**config.mk**
```make
export PLATFORM = sky130hd
export DESIGN_NAME = slip_ctrl
export DESIGN_NICKNAME = d
export VERILOG_FILES = /design/src/rtl/slip_pkg.sv /design/src/rtl/slip_token_queue.sv /design/src/rtl/slip_outcome_tally.sv /design/src/rtl/slip_depth_governor.sv /design/src/rtl/slip_ctrl.sv
export SDC_FILE = /design/constraint.sdc
export NUM_CORES = 1
export LEC_CHECK = 0
export CAP_MARGIN = 20
export CORE_MARGIN = 1
export CORE_UTILIZATION = 40
export CTS_BUF_LIST = sky130_fd_sc_hd__clkbuf_8 sky130_fd_sc_hd__clkbuf_16
export DETAILED_ROUTE_END_ITERATION = 7
export DONT_BUFFER_PORTS = 1
export GPL_TIMING_DRIVEN = 0
export HOLD_SLACK_MARGIN = 0.1
export PLACE_DENSITY_LB_ADDON = 0.2
export SYNTH_ARGS = -nofsm -noshare
export SYNTH_HDL_FRONTEND = slang
export SYNTH_HIERARCHICAL = 1
export SYNTH_SLANG_ARGS = --single-unit
```
**constraint.sdc**
```tcl
create_clock -name clk -period 6.4 [get_ports clk]
set_input_delay 1.28 -clock clk [delete_from_list [all_inputs] [get_ports clk]]
set_output_delay 1.28 -clock clk [all_outputs]
set_load 0.02 [all_outputs]
```
**src/rtl/slip_pkg.sv**
```systemverilog
`timescale 1ns/1ps
package slip_pkg;

  // Direction chosen for the depth limit at an evaluation
  typedef enum logic [1:0] {
    ADJ_HOLD  = 2'd0,
    ADJ_RAISE = 2'd1,
    ADJ_LOWER = 2'd2
  } adj_e;

endpackage

```
**src/rtl/slip_token_queue.sv**
```systemverilog
`timescale 1ns/1ps
module slip_token_queue #(
  parameter int OCC_W = 5
) (
  input  logic             clk,
  input  logic             rst_n,
  input  logic             put_req,
  input  logic             get_req,
  input  logic [OCC_W-1:0] limit,
  output logic             put_stall,
  output logic             get_stall,
  output logic [OCC_W-1:0] occ
);

  logic [OCC_W-1:0] occ_q;
  logic [OCC_W-1:0] occ_nxt;
  logic             put_ok;
  logic             get_ok;
  logic             occ_en;

  // Admission decisions against the current limit and fill
  always_comb begin
    put_ok    = put_req && (occ_q < limit);
    get_ok    = get_req && (occ_q != '0);
    put_stall = put_req && !put_ok;
    get_stall = get_req && !get_ok;
  end

  // Occupancy moves only when exactly one side is admitted
  always_comb begin
    occ_en  = put_ok ^ get_ok;
    occ_nxt = occ_q;
    if (put_ok && !get_ok) begin
      occ_nxt = occ_q + {{(OCC_W-1){1'b0}}, 1'b1};
    end else if (get_ok && !put_ok) begin
      occ_nxt = occ_q - {{(OCC_W-1){1'b0}}, 1'b1};
    end
  end

  always_ff @(posedge clk or negedge rst_n) begin
    if (!rst_n) begin
      occ_q <= '0;
    end else if (occ_en) begin
      occ_q <= occ_nxt;
    end
  end

  assign occ = occ_q;

endmodule

```
**src/rtl/slip_outcome_tally.sv**
```systemverilog
`timescale 1ns/1ps
module slip_outcome_tally #(
  parameter int WINDOW = 64,
  parameter int CNT_W  = 7
) (
  input  logic             clk,
  input  logic             rst_n,
  input  logic             late_hit,
  input  logic             useful_hit,
  output logic             eval_fire,
  output logic [CNT_W-1:0] late_total,
  output logic [CNT_W-1:0] useful_total
);

  localparam logic [CNT_W-1:0] LAST_SLOT = CNT_W'(WINDOW - 1);

  logic [CNT_W-1:0] late_q;
  logic [CNT_W-1:0] useful_q;
  logic [CNT_W-1:0] seen_q;
  logic [CNT_W-1:0] late_nxt;
  logic [CNT_W-1:0] useful_nxt;
  logic [CNT_W-1:0] seen_nxt;
  logic             outcome;
  logic             is_late;
  logic             is_useful;
  logic             tally_en;

  // One outcome per cycle; a late report wins over a useful one
  always_comb begin
    outcome   = late_hit || useful_hit;
    is_late   = late_hit;
    is_useful = useful_hit && !late_hit;
  end

  // Totals include the outcome of the present cycle
  always_comb begin
    late_total   = late_q   + {{(CNT_W-1){1'b0}}, is_late};
    useful_total = useful_q + {{(CNT_W-1){1'b0}}, is_useful};
    eval_fire    = outcome && (seen_q == LAST_SLOT);
  end

  always_comb begin
    tally_en   = outcome;
    late_nxt   = late_total;
    useful_nxt = useful_total;
    seen_nxt   = seen_q + {{(CNT_W-1){1'b0}}, 1'b1};
    if (eval_fire) begin
      late_nxt   = '0;
      useful_nxt = '0;
      seen_nxt   = '0;
    end
  end

  always_ff @(posedge clk or negedge rst_n) begin
    if (!rst_n) begin
      late_q   <= '0;
      useful_q <= '0;
      seen_q   <= '0;
    end else if (tally_en) begin
      late_q   <= late_nxt;
      useful_q <= useful_nxt;
      seen_q   <= seen_nxt;
    end
  end

endmodule

```
**src/rtl/slip_depth_governor.sv**
```systemverilog
`timescale 1ns/1ps
module slip_depth_governor
  import slip_pkg::*;
#(
  parameter int MIN_DEPTH  = 1,
  parameter int MAX_DEPTH  = 16,
  parameter int INIT_DEPTH = 4,
  parameter int LIM_W      = 5,
  parameter int CNT_W      = 7
) (
  input  logic             clk,
  input  logic             rst_n,
  input  logic             eval_fire,
  input  logic             hold,
  input  logic [CNT_W-1:0] late_total,
  input  logic [CNT_W-1:0] useful_total,
  output logic [LIM_W-1:0] limit
);

  localparam logic [LIM_W-1:0] LIM_MIN  = LIM_W'(MIN_DEPTH);
  localparam logic [LIM_W-1:0] LIM_MAX  = LIM_W'(MAX_DEPTH);
  localparam logic [LIM_W-1:0] LIM_INIT = LIM_W'(INIT_DEPTH);

  logic [LIM_W-1:0] lim_q;
  logic [LIM_W-1:0] lim_nxt;
  logic [CNT_W:0]   late_x2;
  logic [CNT_W:0]   useful_ext;
  logic             lim_en;
  adj_e             adj;

  // Direction: hold while the buffer is full, else compare 2*late with useful
  always_comb begin
    late_x2    = {late_total, 1'b0};
    useful_ext = {1'b0, useful_total};
    if (hold) begin
      adj = ADJ_HOLD;
    end else if (late_x2 > useful_ext) begin
      adj = ADJ_RAISE;
    end else begin
      adj = ADJ_LOWER;
    end
  end

  // Saturating single step
  always_comb begin
    lim_en  = eval_fire;
    lim_nxt = lim_q;
    unique case (adj)
      ADJ_RAISE: if (lim_q < LIM_MAX) lim_nxt = lim_q + {{(LIM_W-1){1'b0}}, 1'b1};
      ADJ_LOWER: if (lim_q > LIM_MIN) lim_nxt = lim_q - {{(LIM_W-1){1'b0}}, 1'b1};
      default:   lim_nxt = lim_q;
    endcase
  end

  always_ff @(posedge clk or negedge rst_n) begin
    if (!rst_n) begin
      lim_q <= LIM_INIT;
    end else if (lim_en) begin
      lim_q <= lim_nxt;
    end
  end

  assign limit = lim_q;

endmodule

```
**src/rtl/slip_ctrl.sv**
```systemverilog
`timescale 1ns/1ps
module slip_ctrl #(
  parameter int MIN_DEPTH  = 1,
  parameter int MAX_DEPTH  = 16,
  parameter int INIT_DEPTH = 4,
  parameter int WINDOW     = 64,
  localparam int LIM_W     = $clog2(MAX_DEPTH + 1),
  localparam int CNT_W     = $clog2(WINDOW + 1)
) (
  input  logic             clk,
  input  logic             rst_n,
  input  logic             put_req,
  input  logic             get_req,
  input  logic             late_hit,
  input  logic             useful_hit,
  input  logic             pfb_full,
  output logic             prod_stall,
  output logic             cons_stall,
  output logic [LIM_W-1:0] occupancy,
  output logic [LIM_W-1:0] depth_limit
);

  logic             eval_fire;
  logic [CNT_W-1:0] late_total;
  logic [CNT_W-1:0] useful_total;

  slip_token_queue #(
    .OCC_W (LIM_W)
  ) u_queue (
    .clk       (clk),
    .rst_n     (rst_n),
    .put_req   (put_req),
    .get_req   (get_req),
    .limit     (depth_limit),
    .put_stall (prod_stall),
    .get_stall (cons_stall),
    .occ       (occupancy)
  );

  slip_outcome_tally #(
    .WINDOW (WINDOW),
    .CNT_W  (CNT_W)
  ) u_tally (
    .clk          (clk),
    .rst_n        (rst_n),
    .late_hit     (late_hit),
    .useful_hit   (useful_hit),
    .eval_fire    (eval_fire),
    .late_total   (late_total),
    .useful_total (useful_total)
  );

  slip_depth_governor #(
    .MIN_DEPTH  (MIN_DEPTH),
    .MAX_DEPTH  (MAX_DEPTH),
    .INIT_DEPTH (INIT_DEPTH),
    .LIM_W      (LIM_W),
    .CNT_W      (CNT_W)
  ) u_gov (
    .clk          (clk),
    .rst_n        (rst_n),
    .eval_fire    (eval_fire),
    .hold         (pfb_full),
    .late_total   (late_total),
    .useful_total (useful_total),
    .limit        (depth_limit)
  );

endmodule

```
==> metrics.txt, run 1 <==
total clock sinks 31; Core Area 0.00514 sq mm; FP Rows 26; final instance area 0.00231 sq mm; worst clock skew roughly 7 ps; RSZ-0062 raised after global routing false; final setup violating endpoints 0; DR WL/cell 13.9 um; CTS tree done; min cycle time layout 3620 ps; Post-DRT Antenna Nets 0; top cell type's share of synthesized area 0.351; Peak VDD IR 198 uV; r2r worst-path depth 12; Mapped Cells 222; final setup TNS 0 ps; Post-synth top cells 30 x dfrtp_1, 28 x nand2_1, 22 x ha_1, 15 x o21ai_0, 14 x inv_1; max_cap viols 0; Cell variety after synth 53; hold path depth 2; crit-path max FO 5; Starting DRT DRC Count 62; Final Cycle Share 0.566; Via Count ~1600; DR pass1 iterations 4; pwr dens 441 mW/mm^2; f_max around 280 MHz; global-route wire length before repair a little over 7000 um; CTS Hold Bufs 0; r2r endpoint u_queue/occ[3]$_DFFE_PN0P_; synthesized area 0.00214 sq mm; fin. max-slew vios 0; Worst path depth 13; post-synthesis average cell area 9.62 sq um; GRT overflow 0; area grow syn2layout 8.20%; Top Ports 19; postcts setup bufs 0; vias in the first global route 1568; Critical Path RT 6560 ps; Primary FF master, synth dfrtp_1; GRT Overall Usage 0.166; crit path kind input pin to flip-flop; Via density 5.34; share of cells above drive strength 1 0.122; initial antenna violation count 0; worst path bufs/invs 1; FF+latch count, synth 31; area post-placement approximately 0.0022 sq mm; syn nets 252; port buffer count 0; Seq/Total Area, Yosys 0.364; Most common cell on crit path ha_1; CP max-delay cell nor3b_4; Post-synth EDFFs 0; largest net degree at the start of global routing 32; Die H 75.1 um; CP max stage delay 330 ps; hold endpoint u_tally/late_q[0]$_DFFE_PN0P_; reg-to-reg startpoint u_gov/limit[2]$_DFFE_PN1P_; Final Util 0.450; CP endpoint kind flip-flop; gpl congestion 0.697; status complete, no violations; clk buf depth 2; Yosys top cell by area dfrtp_1; fin nets 259; Relative slew margins 0.561; Initial Utilization 0.416; Ys Warns 6; Worst R2R Setup Slack 3400 ps; worst slew pin tran between 600 and 700 ps; leakage 1.03 nW; HPWL Detailed 2970 um; clk root buf clkbuf_8; Synth async-reset ratio 1.00; final hold violations 0; most numerous cell in the Yosys netlist dfrtp_1; clock-pin slew on the worst setup and hold paths 70 ps; crit-path cells nor2b_1 -> ha_1 -> ha_1 -> nand3_1 -> xnor2_1 -> inv_1 -> ha_1 -> a211oi_1 -> nand2_1 -> a31o_1 -> nor3b_4 -> nand3_2 -> xnor2_1; DIE AREA around 0.0056 sq mm; CTS buffer count 5; Hold Crit Start u_tally/late_q[0]$_DFFE_PN0P_; Remaining DRCs 0; hold crit path type flip-flop to flip-flop; WL final 4170 um; CP Data Arrival Time 3780 ps; CTS resizes 0; die width 75.1 um; ant diodes 0; Startpoint Class input pin; H-tree Lvls 2; WHS 509 ps; critical path's top delay family simple AND/OR/NAND/NOR gates; cells taking the most area after synthesis dfrtp_1 35%, ha_1 13%, xnor2_1 5.3%; clock latency reported for the late side of the worst-skew pair about 280 ps
==> flip-flops by register name (all words and copies together), names as in the netlist <==
signal            flops
u_tally/useful_q      7
u_tally/late_q        7
u_tally/seen_q        7
u_gov/limit           5
u_queue/occ           5
==> layer usage <==
| layer | vias up | part of all wire | GRT usage | wire length [um] |
|---|---|---|---|---|
| li1 | 815 | - | - | - |
| met2 | 30 | 0.47 | 0.267 | 1940 |
| met5 | - | 0 | 0 | 0 |
| met1 | 748 | 0.49 | 0.220 | 2040 |
| met4 | 0 | 0.013 | 0.0503 | 55 |
| met3 | 4 | 0.031 | 0.0402 | 128 |
==> worst max path at each step <==
stage / from / endpoint / slack (ps)
after floorplan: useful_hit / u_gov/limit[3]$_DFFE_PN0P_ / 2780
after global placement: useful_hit / u_gov/limit[3]$_DFFE_PN0P_ / 2480
after detailed placement: useful_hit / u_gov/limit[3]$_DFFE_PN0P_ / 2470
after CTS: useful_hit / u_gov/limit[3]$_DFFE_PN0P_ / 2760
after global routing: useful_hit / u_gov/limit[2]$_DFFE_PN1P_ / 2580
final: useful_hit / u_gov/limit[3]$_DFFE_PN0P_ / 2780
==> kinds of logic after synthesis <==
group	share of synthesized area
adders and majority gates	0.138
DFF	0.364
muxes	0.0152
AOI/OAI and AO/OA	0.182
and+or+nand+nor	0.192
xor gates and xnor gates	0.0779
buffers and inverters	0.0316
==> cell usage in the layout, fill, tap and decap left out, types with 2 or more instances in the layout <==
cell,n
a21o_1,2
a21o_2,2
a21oi_1,6
a22o_1,4
a31o_1,2
and3_1,5
buf_2,3
clkbuf_8,6
dfrtp_1,30
ha_1,22
inv_1,14
mux2_2,2
nand2_1,28
nand3_1,13
nand3_2,2
nor2_1,5
nor3_1,2
nor3b_1,4
o21a_1,2
o21ai_0,15
o21ai_1,2
o21ai_2,2
o21bai_1,2
o22ai_1,2
o31ai_1,3
or2_2,2
or3_1,2
xnor2_1,13
xor2_1,6
==> final cells by class <==
class	count	area (sq um)
flip-flops and latches	31	777
inverters	14	52.6
clock inverters	1	5.00
multi-input cells	174	1290
plain buffers	3	15.0
well taps	70	87.6
fillers	534	2830
clock buffers	6	82.6
==> per-stage QoR <==
stage	cells	setup slack [ps]	power [W]
finish	299	2780	0.00102
global placement	292	2480	0.000853
detailed placement	292	2470	0.000863
floorplan	222	2780	0.000773
global route	299	2580	0.00112
CTS	299	2760	0.00103
==> power breakdown <==
part	switching, W	leakage, nW	total, W	internal [W]
sequential	0.000118	0.385	0.000382	0.000263
combinational	0.000237	0.601	0.000477	0.000240
clock	0.0000756	0.0470	0.000160	0.0000844
==> worst reg2reg max path: stages, from the launching register on <==
cell and delay (ps):
dfstp_2 670, inv_1 70, ha_1 280, or2_2 280, a31o_1 230, a211oi_2 210, ha_1 170, inv_1 100
ha_1 280, a21o_2 210, a21oi_1 160, xor2_1 150, o21ai_0 80
Power figures use the tool's default switching activity.
==> inputs of run 2 (changes only) <==
==> constraint.sdc (replaced) <==
create_clock -name clk -period 3 [get_ports clk]
set_input_delay 0.6 -clock clk [delete_from_list [all_inputs] [get_ports clk]]
set_output_delay 0.6 -clock clk [all_outputs]
set_load 0.02 [all_outputs]
==> run 2 against run 1 <==
  * Register-to-register slack got worse by 3200 ps
  * Critical endpoint is now u_queue/occ[4]$_DFFE_PN0P_
  * Core utilization increased by 2.1 points
  * Clock-buffer cell count unchanged
==> metrics.txt, run 2 (synthesized netlist as in run 1, its figures left out) <==
leakage 1.06 nW (was 1.03 nW); clk root buf clkbuf_8 (unchanged); RSZ-0062 raised after global routing false (unchanged); DIE AREA 0.00564 sq mm (unchanged); clock latency reported for the late side of the worst-skew pair 280 ps (about the same); global-route wire length before repair 7180 um (was 7090 um); Relative slew margins 0.561 (about the same); vias in the first global route 1558 (was 1568); Sw Pwr 0.000983 W (was 0.000431 W); FP Rows 26 (unchanged); commonest non-fill, non-tap cells in the layout 30 x dfrtp_1, 28 x nand2_1, 17 x ha_1 (was 30 x dfrtp_1, 28 x nand2_1, 22 x ha_1); pwr dens 955 mW/mm^2 (was 441 mW/mm^2); Peak VDD IR 442 uV (was 198 uV); crit path kind flip-flop to flip-flop (was input pin to flip-flop); crit-path max FO 7 (was 5); WL final 4290 um (was 4170 um); Worst R2R Setup Slack 170 ps (was 3400 ps); Starting DRT DRC Count 78 (was 62); r2r endpoint u_queue/occ[4]$_DFFE_PN0P_ (was u_queue/occ[3]$_DFFE_PN0P_); worst clock skew 5.86 ps (was 7.19 ps); final setup violating endpoints 0 (unchanged); ant diodes 0 (unchanged); Post-DRT Antenna Nets 0 (unchanged); Top Ports 19 (unchanged); port buffer count 0 (unchanged); H-tree Lvls 2 (unchanged); status complete, no violations (unchanged); initial antenna violation count 0 (unchanged); final instance area 0.00242 sq mm (was 0.00231 sq mm); Comb power frac 0.495 (was 0.468); final hold violations 0 (unchanged); Final Cycle Share 0.945; Via density 5.34 (about the same); reg-to-reg startpoint u_gov/limit[1]$_DFFE_PN0P_ (was u_gov/limit[2]$_DFFE_PN1P_); DR pass1 iterations 4 (unchanged); r2r worst-path depth 12 (unchanged); WHS 140 ps (was 509 ps); HPWL Detailed 2970 um (unchanged); fin. max-slew vios 0 (unchanged); largest net degree at the start of global routing 31 (was 32); die width 75.1 um (unchanged); max_cap viols 0 (unchanged); Seq pwr share 0.357 (was 0.375); area taken by flip-flops and latches 777 sq um (unchanged); f_max 353 MHz; internal power 0.00133 W (was 0.000587 W); worst slew pin tran 657 ps (about the same); GRT Overall Usage 0.168 (was 0.166); Multi-input gate area 0.00136 sq mm (was 0.00129 sq mm); share of cells above drive strength 1 0.185 (was 0.122); Die H 75.1 um (unchanged); DR WL/cell 14.2 um (was 13.9 um); CP endpoint kind flip-flop (unchanged); Startpoint Class flip-flop (was input pin); Critical Path RT 3170 ps (was 6560 ps); gpl congestion 0.697 (unchanged); Top Registers u_tally/late_q (7), u_tally/seen_q (7), u_tally/useful_q (7) (unchanged); Initial Utilization 0.416 (unchanged); Fill cells 527 (was 534); Via Count 1614 (was 1597); fin nets 262 (was 259); CTS buffer count 5 (unchanged); area grow syn2layout 13.4% (was 8.20%); clk buf depth 2 (unchanged); area post-placement 0.00222 sq mm (unchanged); Clock Power Share 0.148 (was 0.157); Core Area 0.00514 sq mm (unchanged); min cycle time layout 2830 ps; CP Data Arrival Time 3000 ps (was 3780 ps); CTS tree done (unchanged); GRT overflow 0 (unchanged); total clock sinks 31 (unchanged); sw frac 0.425 (was 0.423); most common cell after layout, fill and taps aside dfrtp_1 (unchanged); Remaining DRCs 0 (unchanged); hold crit path type input pin to async pin (was flip-flop to flip-flop); clock-pin slew on the worst setup and hold paths 70 ps (about the same)
## run 2: changes by cell type in the layout (fill, tap and decap cells not counted), moves of 2 or more
| cell | delta |
|---|---|
| inv_1 | -2 |
| a21oi_2 | +2 |
| ha_1 | -5 |
| buf_4 | +2 |
| ha_4 | +3 |
| a21oi_1 | -2 |
| ha_2 | +2 |
## run 2: metrics by stage
| stage | cells | TNS, ps | setup WS [ps] | util | total power [W] |
|---|---|---|---|---|---|
| after CTS | 300 | 0 | 13.2 | 0.454 | 0.00221 |
| after global routing | 302 | 0 | 13.1 | 0.471 | 0.00253 |
| after global placement | 292 | -857 | -238 | 0.433 | 0.00182 |
| after detailed placement | 292 | -896 | -246 | 0.433 | 0.00184 |
| after floorplan | 222 | 0 | 63.6 | - | 0.00165 |
| final | 302 | 0 | 165 | 0.471 | 0.00231 |
## run 2: worst max-delay path, stage by stage (launching register included)
cell      delay (ps)
dfrtp_1          570
inv_1             90
ha_1             300
a211o_1          270
a31o_1           220
a211oi_2         180
ha_2             220
inv_4             60
fa_2             350
nand3_1           90
and3_1           160
o21bai_1          70
xnor2_1          120
## run 2: worst max-delay path by stage
stage               cells after the start                        from                          to
floorplan                              13                  useful_hit  u_gov/limit[3]$_DFFE_PN0P_
finish                                 12  u_gov/limit[1]$_DFFE_PN0P_  u_queue/occ[4]$_DFFE_PN0P_
detailed placement                     13                  useful_hit  u_gov/limit[3]$_DFFE_PN0P_
CTS                                    12  u_gov/limit[2]$_DFFE_PN1P_  u_queue/occ[3]$_DFFE_PN0P_
global placement                       13                  useful_hit  u_gov/limit[3]$_DFFE_PN0P_
global route                           12  u_gov/limit[2]$_DFFE_PN1P_  u_queue/occ[3]$_DFFE_PN0P_
## run 2: area by class of cell
cell class,count,share of cell area
Multi-Input combinational cell,174,0.563
Sequential cell,31,0.321
Inverter,14,0.0227
Buffer,3,0.00620
Tap cell,70,0.0362
Clock inverter,1,0.00207
Timing Repair Buffer,3,0.0145
Clock buffer,6,0.0341
## run 2: routing by layer
metal  share of wire  vias to the layer above  track usage
li1                -                      821            -
met2            0.47                       24        0.270
met4           0.013                        0       0.0503
met1            0.49                      765        0.223
met3           0.030                        4       0.0415
met5               0                        -            0
## run 2: power by group through the flow
stage                     Clock [W]  Combinational (W)  Sequential (W)
final                      0.000342            0.00115        0.000825
after global routing       0.000366            0.00131        0.000861
after CTS                  0.000356            0.00104        0.000815
after detailed placement          0            0.00102        0.000822
after global placement            0            0.00100        0.000815
after floorplan                   0           0.000879        0.000769
## run 2: repair_timing
action / in CTS / in global routing
endpoints found under the setup margin: 2 / 7
endpoints found under the hold margin: 30 / 0
resized for setup: 1 / 16
hold buffers: 1 / 0
buffers inserted: 0 / 2
pin swaps: 0 / 7
==> inputs of run 3 (changes only) <==
--- a/config.mk
+++ b/config.mk
@@ -7,13 +7,14 @@
 export LEC_CHECK = 0
 export CAP_MARGIN = 20
 export CORE_MARGIN = 1
-export CORE_UTILIZATION = 40
+export CORE_UTILIZATION = 55
 export CTS_BUF_LIST = sky130_fd_sc_hd__clkbuf_8 sky130_fd_sc_hd__clkbuf_16
 export DETAILED_ROUTE_END_ITERATION = 7
 export DONT_BUFFER_PORTS = 1
 export GPL_TIMING_DRIVEN = 0
 export HOLD_SLACK_MARGIN = 0.1
 export PLACE_DENSITY_LB_ADDON = 0.2
+export SLEW_MARGIN = 20
 export SYNTH_ARGS = -nofsm -noshare
 export SYNTH_HDL_FRONTEND = slang
 export SYNTH_HIERARCHICAL = 1
==> run 3 against run 2 <==
  * Core utilization up 18 points
  * Largest power group unchanged
  * Worst hold slack worse by 5.2 ps
  * First-iteration DRC count rose by 26%
  * Wire length down 2.1%
  * Global-route usage up 5.6 points
  * Sequential cell count unchanged
==> metrics.txt, run 3 (synthesized netlist as in run 1, its figures left out) <==
global-route wire length before repair 7110 um (was 7180 um); GRT Overall Usage 0.224 (was 0.168); worst setup margin 122 ps (was 165 ps); hold crit path type input pin to async pin (unchanged); Top Ports 19 (unchanged); pwr dens 966 mW/mm^2 (was 955 mW/mm^2); final hold violations 0 (unchanged); min cycle time layout 2880 ps (was 2830 ps); Post-DRT Antenna Nets 0 (unchanged); GRT overflow 0 (unchanged); Final Util 0.652 (was 0.471); CP max stage delay 680 ps (was 570 ps); Via Count 1626 (was 1614); crit-path cells inv_2 -> ha_4 -> or2_4 -> a31o_1 -> a211oi_2 -> ha_2 -> inv_4 -> ha_1 -> a21o_2 -> a21oi_2 -> xor2_1 -> o21ai_1 (was inv_1 -> ha_1 -> a211o_1 -> a31o_1 -> a211oi_2 -> ha_2 -> inv_4 -> fa_2 -> nand3_1 -> and3_1 -> o21bai_1 -> xnor2_1); clk buf depth 2 (unchanged); final setup TNS 0 ps (unchanged); share of cells above drive strength 1 0.190 (was 0.185); Worst R2R Setup Slack 120 ps (was 170 ps); f_max 347 MHz (was 353 MHz); crit path kind flip-flop to flip-flop (unchanged); Die H 64.3 um (was 75.1 um); vias in the first global route 1549 (was 1558); WL final 4200 um (was 4290 um); ant diodes 0 (unchanged); worst path bufs/invs 2 (unchanged); fin. max-slew vios 0 (unchanged); most common cell after layout, fill and taps aside dfrtp_1 (unchanged); worst slew pin tran 664 ps (was 657 ps); clock latency reported for the late side of the worst-skew pair 290 ps (was 280 ps); CP endpoint kind flip-flop (unchanged); max_cap viols 0 (unchanged); DR WL/cell 15.0 um (was 14.2 um); die width 64.3 um (was 75.1 um); crit-path max FO 8 (was 7); commonest non-fill, non-tap cells in the layout 29 x dfrtp_1, 28 x nand2_1, 16 x ha_1 (was 30 x dfrtp_1, 28 x nand2_1, 17 x ha_1); r2r endpoint u_queue/occ[3]$_DFFE_PN0P_ (was u_queue/occ[4]$_DFFE_PN0P_); Peak VDD IR 610 uV (was 442 uV); area grow syn2layout 12.6% (was 13.4%); worst clock skew 5.45 ps (was 5.86 ps); CTS buffer count 5 (unchanged); fin nets 261 (was 262); gpl congestion 0.797 (was 0.697); Critical Path RT 3170 ps (about the same); HPWL Detailed 2890 um (was 2970 um); DIE AREA 0.00414 sq mm (was 0.00564 sq mm); Core Area 0.00369 sq mm (was 0.00514 sq mm); initial antenna violation count 0 (unchanged); Startpoint Class flip-flop (unchanged); r2r worst-path depth 12 (unchanged); Final Cycle Share 0.959 (was 0.945); Power Total 0.00232 W (was 0.00231 W); largest net degree at the start of global routing 31 (unchanged); total clock sinks 31 (unchanged); FP Rows 22 (was 26); clock-pin slew on the worst setup and hold paths 70 ps (about the same); H-tree Lvls 2 (unchanged); reg-to-reg startpoint u_gov/limit[2]$_DFFE_PN1P_ (was u_gov/limit[1]$_DFFE_PN0P_); Top Registers u_tally/late_q (7), u_tally/seen_q (7), u_tally/useful_q (7) (unchanged); critical path's top delay family compound AO/OA/AOI/OAI gates (was adder cells); Fill cells 321 (was 527); CP Data Arrival Time 3050 ps (was 3000 ps); CP max-delay cell dfstp_2 (was dfrtp_1); Worst setup startpoint u_gov/limit[2]$_DFFE_PN1P_ (was u_gov/limit[1]$_DFFE_PN0P_); dpl ws -284 ps (was -246 ps); Initial Utilization 0.579 (was 0.416); leakage 1.06 nW (about the same); status complete, no violations (unchanged); DR pass1 iterations 4 (unchanged); clk root buf clkbuf_8 (unchanged); Starting DRT DRC Count 98 (was 78); Via density 5.81 (was 5.34); Remaining DRCs 0 (unchanged); final setup violating endpoints 0 (unchanged); Relative slew margins 0.557 (was 0.561); CTS tree done (unchanged); port buffer count 0 (unchanged)
## run 3: layout make-up
class,instances,area (sq um),area share
Sequential cell,31,778,0.324
Tap cell,48,60.1,0.0250
Multi-Input combinational cell,174,1370,0.569
Buffer,3,15.0,0.00624
Clock buffer,7,96.3,0.0401
Inverter,14,55.1,0.0229
Timing Repair Buffer,2,27.5,0.0114
Clock inverter,1,3.75,0.00156
## run 3: power by group
group          internal [W]  switching [W]
Clock              0.000206       0.000159
Sequential         0.000562       0.000265
Combinational      0.000579       0.000552
## run 3: what timing repair did
action	CTS	global route
endpoints found under the hold margin	30	0
resized for setup	5	13
setup endpoints to repair	2	7
hold buffers	1	0
setup buffers	0	1
pin swaps	1	8
## run 3: metrics by stage
step / hold slack, ps / cell area (sq um) / cells
6_report: 135 / 2400 / 280
5_1_grt: 131 / 2400 / 280
4_1_cts: 131 / 2340 / 279
3_5_place_dp: 305 / 2200 / 270
3_3_place_gp: 305 / 2200 / 270
2_1_floorplan: 304 / 2140 / 222
## run 3: metal layers
metal | up-vias | share of wire | GRT usage
li1 | 820 | - | -
met1 | 778 | 0.50 | 0.310
met2 | 24 | 0.47 | 0.345
met3 | 4 | 0.029 | 0.0571
met4 | 0 | 0.0091 | 0.0667
met5 | - | 0 | 0
## run 3: worst max-delay path by stage
stage / endpoint / slack [ps] / depth (start not counted)
after floorplan: u_gov/limit[3]$_DFFE_PN0P_ / 60 / 13
after global placement: u_gov/limit[3]$_DFFE_PN0P_ / -220 / 13
after detailed placement: u_gov/limit[3]$_DFFE_PN0P_ / -280 / 13
after CTS: u_queue/occ[3]$_DFFE_PN0P_ / 5 / 12
after global routing: u_queue/occ[3]$_DFFE_PN0P_ / -6 / 11
final: u_queue/occ[3]$_DFFE_PN0P_ / 120 / 12
